`src/rtl/xbp_pkg.sv`:
```
// Shared constants for the port front end.
// Assumes the shared pins use bit 1 for direction and bit 0 for write data.
package xbp_pkg;
    localparam int ROUTE_W = 4;
    localparam int RW_POS  = 1;
    localparam int DI_POS  = 0;
endpackage

```
`src/rtl/route_capture.sv`:
```
// Holds the routing address and decodes it into the line select.
// Assumes addr_phase_i is synchronous to clk. Capture happens on every edge
// in the address phase, so the held code is the last address before the strobe fell.
module route_capture #(
    parameter int ROUTE_W = xbp_pkg::ROUTE_W,
    localparam int LINES  = 1 << ROUTE_W
) (
    input  logic               clk,
    input  logic               rst_n,
    input  logic               addr_phase_i,
    input  logic [ROUTE_W-1:0] pins_i,
    output logic [LINES-1:0]   sel_line_o,
    output logic [ROUTE_W-1:0] sel_code_o,
    output logic               sel_act_o
);
    logic [ROUTE_W-1:0] route_q;

    // Capture the pins while in the address phase; hold them otherwise.
    always_ff @(posedge clk) begin
        if (!rst_n)            route_q <= '0;
        else if (addr_phase_i) route_q <= pins_i;
    end

    // The select is live only in the transfer phase.
    always_comb begin
        sel_act_o  = !addr_phase_i;
        sel_code_o = sel_act_o ? route_q : '0;
    end

    // One decoder leg for each memory line.
    for (genvar gi = 0; gi < LINES; gi++) begin : g_dec
        assign sel_line_o[gi] = sel_act_o && (route_q == ROUTE_W'(gi));
    end

    // the code is held across edges in the transfer phase
    p_hold_route_r3: assert property (@(posedge clk) disable iff (!rst_n)
        ($past(rst_n) && !$past(addr_phase_i)) |-> route_q == $past(route_q));
    // at most one line is selected
    p_onehot_sel_r4: assert property (@(posedge clk) disable iff (!rst_n)
        $onehot0(sel_line_o));
endmodule

```
`src/rtl/xfer_gate.sv`:
```
// Gates the write bit, the write qualifier and the data-out enable with the
// strobe and the clock phase. Purely combinational.
module xfer_gate (
    input  logic addr_phase_i,
    input  logic phase_i,
    input  logic rw_i,
    input  logic di_i,
    input  logic rdback_i,
    output logic wdata_o,
    output logic wr_qual_o,
    output logic do_o,
    output logic do_oe_o
);
    logic live;

    // Derive the direction-dependent controls from the live window.
    always_comb begin
        live      = !addr_phase_i && phase_i;
        wdata_o   = live ? di_i : 1'b1;
        wr_qual_o = live && !rw_i;
        do_oe_o   = live && rw_i;
        do_o      = do_oe_o && rdback_i;
    end

    // reading and writing are never enabled together
    always_comb begin
        p_dir_excl_r7: assert (!(wr_qual_o && do_oe_o));
    end
endmodule

```
`src/rtl/clash_detect.sv`:
```
// Registers the active-low collision and lockout flags.
// Assumes every line is a wired OR, so only a written 1 read back as 0 is visible.
module clash_detect (
    input  logic clk,
    input  logic rst_n,
    input  logic addr_phase_i,
    input  logic rw_i,
    input  logic di_i,
    input  logic rdback_i,
    input  logic line_taken_i,
    output logic clsn_n_o,
    output logic lckd_n_o
);
    logic clash_now, lock_now;

    // Compute the conditions this cycle.
    always_comb begin
        clash_now = !addr_phase_i && !rw_i && di_i && !rdback_i;
        lock_now  = !addr_phase_i && line_taken_i;
    end

    // Register both flags; reset returns them to inactive.
    always_ff @(posedge clk) begin
        if (!rst_n) begin
            clsn_n_o <= 1'b1;
            lckd_n_o <= 1'b1;
        end else begin
            clsn_n_o <= !clash_now;
            lckd_n_o <= !lock_now;
        end
    end

    // a written 1 read back as 0 flags a collision
    p_clash_flag_r8: assert property (@(posedge clk) disable iff (!rst_n)
        ($past(rst_n) && $past(!addr_phase_i && !rw_i && di_i && !rdback_i)) |-> !clsn_n_o);
    // reads never flag
    p_read_quiet_r9: assert property (@(posedge clk) disable iff (!rst_n)
        ($past(rst_n) && $past(rw_i)) |-> clsn_n_o);
    // the address phase releases both flags
    p_release_r10: assert property (@(posedge clk) disable iff (!rst_n)
        ($past(rst_n) && $past(addr_phase_i)) |-> (clsn_n_o && lckd_n_o));
    // a taken line in the transfer phase flags a lockout
    p_lockout_r11: assert property (@(posedge clk) disable iff (!rst_n)
        ($past(rst_n) && $past(!addr_phase_i && line_taken_i)) |-> !lckd_n_o);
endmodule

```
`src/rtl/route_port_front.sv`:
```
// Front end of one processor port: route latch, transfer gating and clash flags.
// Assumes pins_i bit 1 is direction (1 = read) and bit 0 is the write bit
// during the transfer phase.
module route_port_front #(
    parameter int ROUTE_W = xbp_pkg::ROUTE_W,
    localparam int LINES  = 1 << ROUTE_W
) (
    input  logic               clk,
    input  logic               rst_n,
    input  logic               addr_phase_i,
    input  logic               phase_i,
    input  logic [ROUTE_W-1:0] pins_i,
    input  logic               rdback_i,
    input  logic               line_taken_i,
    output logic [LINES-1:0]   sel_line_o,
    output logic [ROUTE_W-1:0] sel_code_o,
    output logic               sel_act_o,
    output logic               wdata_o,
    output logic               wr_qual_o,
    output logic               do_o,
    output logic               do_oe_o,
    output logic               clsn_n_o,
    output logic               lckd_n_o
);
    logic rw, di;

    // Split the shared pins into their transfer-phase roles.
    always_comb begin
        rw = pins_i[xbp_pkg::RW_POS];
        di = pins_i[xbp_pkg::DI_POS];
    end

    route_capture #(.ROUTE_W(ROUTE_W)) u_route (
        .clk(clk), .rst_n(rst_n), .addr_phase_i(addr_phase_i), .pins_i(pins_i),
        .sel_line_o(sel_line_o), .sel_code_o(sel_code_o), .sel_act_o(sel_act_o)
    );

    xfer_gate u_gate (
        .addr_phase_i(addr_phase_i), .phase_i(phase_i), .rw_i(rw), .di_i(di),
        .rdback_i(rdback_i), .wdata_o(wdata_o), .wr_qual_o(wr_qual_o),
        .do_o(do_o), .do_oe_o(do_oe_o)
    );

    clash_detect u_clash (
        .clk(clk), .rst_n(rst_n), .addr_phase_i(addr_phase_i), .rw_i(rw),
        .di_i(di), .rdback_i(rdback_i), .line_taken_i(line_taken_i),
        .clsn_n_o(clsn_n_o), .lckd_n_o(lckd_n_o)
    );

    // an idle port drives no select and no transfer enables
    p_idle_port_r2: assert property (@(posedge clk) disable iff (!rst_n)
        addr_phase_i |-> (sel_line_o == '0 && !wr_qual_o && !do_oe_o && wdata_o));
endmodule

```
`config.mk`:
```
export PLATFORM = sky130hd
export DESIGN_NAME = route_port_front
export DESIGN_NICKNAME = d
export VERILOG_FILES = /design/src/rtl/xbp_pkg.sv /design/src/rtl/route_capture.sv /design/src/rtl/xfer_gate.sv /design/src/rtl/clash_detect.sv /design/src/rtl/route_port_front.sv
export SDC_FILE = /design/constraint.sdc
export NUM_CORES = 1
export LEC_CHECK = 0
export ABC_CLOCK_PERIOD_IN_PS = 1000
export CORE_MARGIN = 2
export CORE_UTILIZATION = 28
export CTS_CLUSTER_DIAMETER = 200
export DETAILED_ROUTE_END_ITERATION = 8
export GPL_TIMING_DRIVEN = 0
export PLACE_DENSITY = 0.79
export SLEW_MARGIN = 15
export SYNTH_ARGS = -nofsm -noshare
export SYNTH_HDL_FRONTEND = slang
export SYNTH_SLANG_ARGS = --single-unit
```
`constraint.sdc`:
```
create_clock -name clk -period 1 [get_ports clk]
set_input_delay 0.1 -clock clk [delete_from_list [all_inputs] [get_ports clk]]
set_output_delay 0.1 -clock clk [all_outputs]
set_load 0.02 [all_outputs]
```
==> flow_metrics.py <==
metrics = {
    "synth": {
        "syn-instance-count": 52,
        "synth_register_bits": 6,
        "ys_top_cells_by_area": "dfxtp_1 (31%), nor2_1 (12%), nor2b_1 (11%)",
        "synth_nets": 62,
        "synthDistinctLibCells": 16,
        "synthDominantAreaCellType": "dfxtp_1",
        "synth.top_cell.area_share_pct": 30.67,
        "synth.yosys.warnings": 0,
        "synthesized_area_per_cell_um2": 7.531,
        "synth.cell_area_um2": 391.6,
        "proportion_of_synthesized_chip_area_in_sequential_cells_pct": 30.67,
    },
    "route": {
        "detailedRoute.firstIterationViolations": 0,
        "drc_errors": 0,
        "via_count": 542,
        "ant_nets": 0,
        "vias_per_std_cell": 4.632,
        "finalWirelength_mm": 1.490,
        "detail_route.wl_per_cell_um": 12.74,
        "drt_pre_antenna_iters": 1,
    },
    "clock_tree": {
        "clock_latency_ps": 240,
        "cts_tree": "done",
        "deepest_clock_path_buffer_count": 2,
        "clkSinkCount": 6,
        "path_clk_slew_ps": 50,
        "tritoncts.num_buffers": 3,
        "cts_hold_repair.buffers": 0,
        "cts-htree-levels": 1,
        "ctsRootBufferMaster": "clkbuf_4",
    },
    "layout": {
        "design.final.nets": 114,
        "area_growth_syn_to_layout_pct": 189.5,
        "mostFrequentLayoutCells": "buf_6 (26), nor2_4 (12), buf_4 (8)",
        "layout_commonest_cell": "buf_6",
        "final_design_area_no_fill_mm2": 0.001134,
        "fillerInstances": 80,
        "n_antenna_cell": 0,
        "drive_above_1_share_pct": 72.55,
    },
    "timing": {
        "finalHoldViolCount": 0,
        "slew_viol_final": 0,
        "clock_skew_ps": 0,
        "timing.final.ws_setup_ps": -455.0,
        "highest_attainable_clock_frequency_mhz": 687.3,
        "clock_period_minus_final_worst_setup_slack_ps": 1455,
        "worstMarginPinSlew_ps": 220.5,
        "finalCritPeriodShare_pct": 145.5,
        "finalSetupViolCount": 19,
        "worst_hold_slack_ps": 108.7,
        "max-slew-margin-rel_pct": 85.36,
        "rsz0062_at_grt": "true",
    },
    "pwr": {
        "power.leakage_nw": 0.4443,
        "totalPowerFinal_mw": 0.8036,
        "power_per_cell_area_mw_per_mm2": 708.9,
        "ir_worst_vdd_uv": 717.4,
    },
    "grt": {
        "globalRouteOverflowTotal": 0,
        "grt_antenna_before_repair": 0,
        "grt_usage_pct": 17.01,
        "first_pass_grt_wire_length_mm": 2.318,
        "grt_max_degree": 11,
        "grt_pass1_vias": 557,
    },
    "critical_path": {
        "timing.rr.start": "u_route.route_q[0]",
        "crit_start": "u_route.route_q[3]",
        "crit_path_end": "sel_line_o[8]",
        "crit_required_ps": 900,
        "r2r_slack_ps": 180,
        "worst_ep_arrival_time_ps": 1350,
        "worst_r2r_endpoint": "u_route.route_q[0]",
        "rr_worst_depth": 2,
        "path_max_fanout": 5,
        "end_kind": "primary output",
        "worst-setup-path-type": "register to primary output",
        "cp_startpoint_kind": "register",
    },
    "floorplanning": {
        "die_height_um": 41.40,
        "fp.dieW_um": 41.40,
        "floorplan.initialDensity_pct": 30.10,
        "num_io_pins": 37,
        "core_area_mm2": 0.001301,
        "die-area_mm2": 0.001714,
        "floorplan.rows": 13,
    },
    "placement": {
        "routabilityCongestion": 0.7665,
        "detailed_place_hpwl_um": 936.3,
        "worst_setup_slack_after_placement_ps": -1068,
        "place_area_um2": 884.6,
        "port-buffer-count": 36,
    },
    "flow_run": {
        "max-cap-violations": 0,
    },
    "outcome": {
        "failed_checks": "setup timing",
        "outcome": "finished with violations",
    },
    "min_path": {
        "worstHoldPathType": "input port to register",
        "hold_sp": "rdback_i",
    },
}
==> timing repair <==
item | 4_1_cts | 5_1_grt
resized for setup | 167 | 16
pin swaps | 7 | 2
gates cloned | 0 | 0
setup buffers | 7 | 4
endpoints found under the setup margin | 31 | 23
endpoints found under the hold margin | 0 | 0
==> power breakdown <==
part	switching [mW]	internal [mW]	total, mW
combinational	0.146	0.161	0.307
sequential	0.0180	0.250	0.268
clock	0.0919	0.136	0.228
total	0.256	0.548	0.804
==> registers in the layout, indices dropped and copies added, names as in the netlist <==
| name | cells |
|---|---|
| u_clash.clsn_n_o | 1 |
| u_clash.lckd_n_o | 1 |
| u_route.route_q | 4 |
==> worst max-delay path, cell delays in order (launching register included) <==
cell,delay [ps]
dfxtp_2,360
or3b_4,470
nor3_4,150
buf_6,140
==> synthesized netlist by cell type <==
cell and instances:
o21a_1 4, and3_1 1, or3b_4 2, or3_4 1
nand3_1 1, buf_2 1, and2_1 5, nor2_1 13
nor2b_1 7, nor3_1 2, dfxtp_1 6, nand3b_1 1
inv_1 1, nand2b_1 3, nand2_1 2, nor3_2 2
==> per-stage QoR <==
step / cells / TNS [ps] / utilization, %
detailed placement: 103 / -23430 / 67.98
floorplan: 52 / -589.2 / -
global placement: 103 / -22870 / 67.98
global route: 117 / -6190 / 87.12
finish: 117 / -5504 / 87.12
CTS: 113 / -5585 / 80.48
==> final cells by class <==
type	instances	area (um2)	area share (%)
Sequential cell	6	130.1	11.48
Buffer	1	11.26	0.9934
Tap cell	15	18.77	1.656
Timing Repair Buffer	47	483.0	42.60
Clock buffer	3	22.52	1.987
Multi-Input combinational cell	44	464.2	40.95
Inverter	1	3.754	0.3311
==> per-layer routing <==
| layer | share of wire, % | wire length (um) | track usage, % | vias to the layer above |
|---|---|---|---|---|
| met5 | 0 | 0 | 0 | - |
| met4 | 1.4 | 21 | 7.742 | 0 |
| met3 | 8.1 | 121 | 3.043 | 3 |
| met2 | 54 | 806 | 33.13 | 33 |
| met1 | 36 | 541 | 17.02 | 231 |
| li1 | - | - | - | 275 |
==> kinds of logic (layout without fill, tap and decap cells) <==
group / Yosys count / count (layout) / synth area share, %
buffers and inverters: 2 / 52 / 2.234
AOI/OAI and AO/OA: 4 / 4 / 7.668
DFF: 6 / 6 / 30.67
and+or+nand+nor: 40 / 40 / 59.43
==> worst min path at each step <==
stage | end | depth (start not counted)
after floorplan | u_clash.lckd_n_o | 1
after global placement | u_clash.lckd_n_o | 2
after detailed placement | u_clash.lckd_n_o | 2
after CTS | u_route.route_q[0] | 3
after global routing | u_clash.clsn_n_o | 3
final | u_clash.clsn_n_o | 3
No activity file was read; power rests on OpenSTA's default activity.
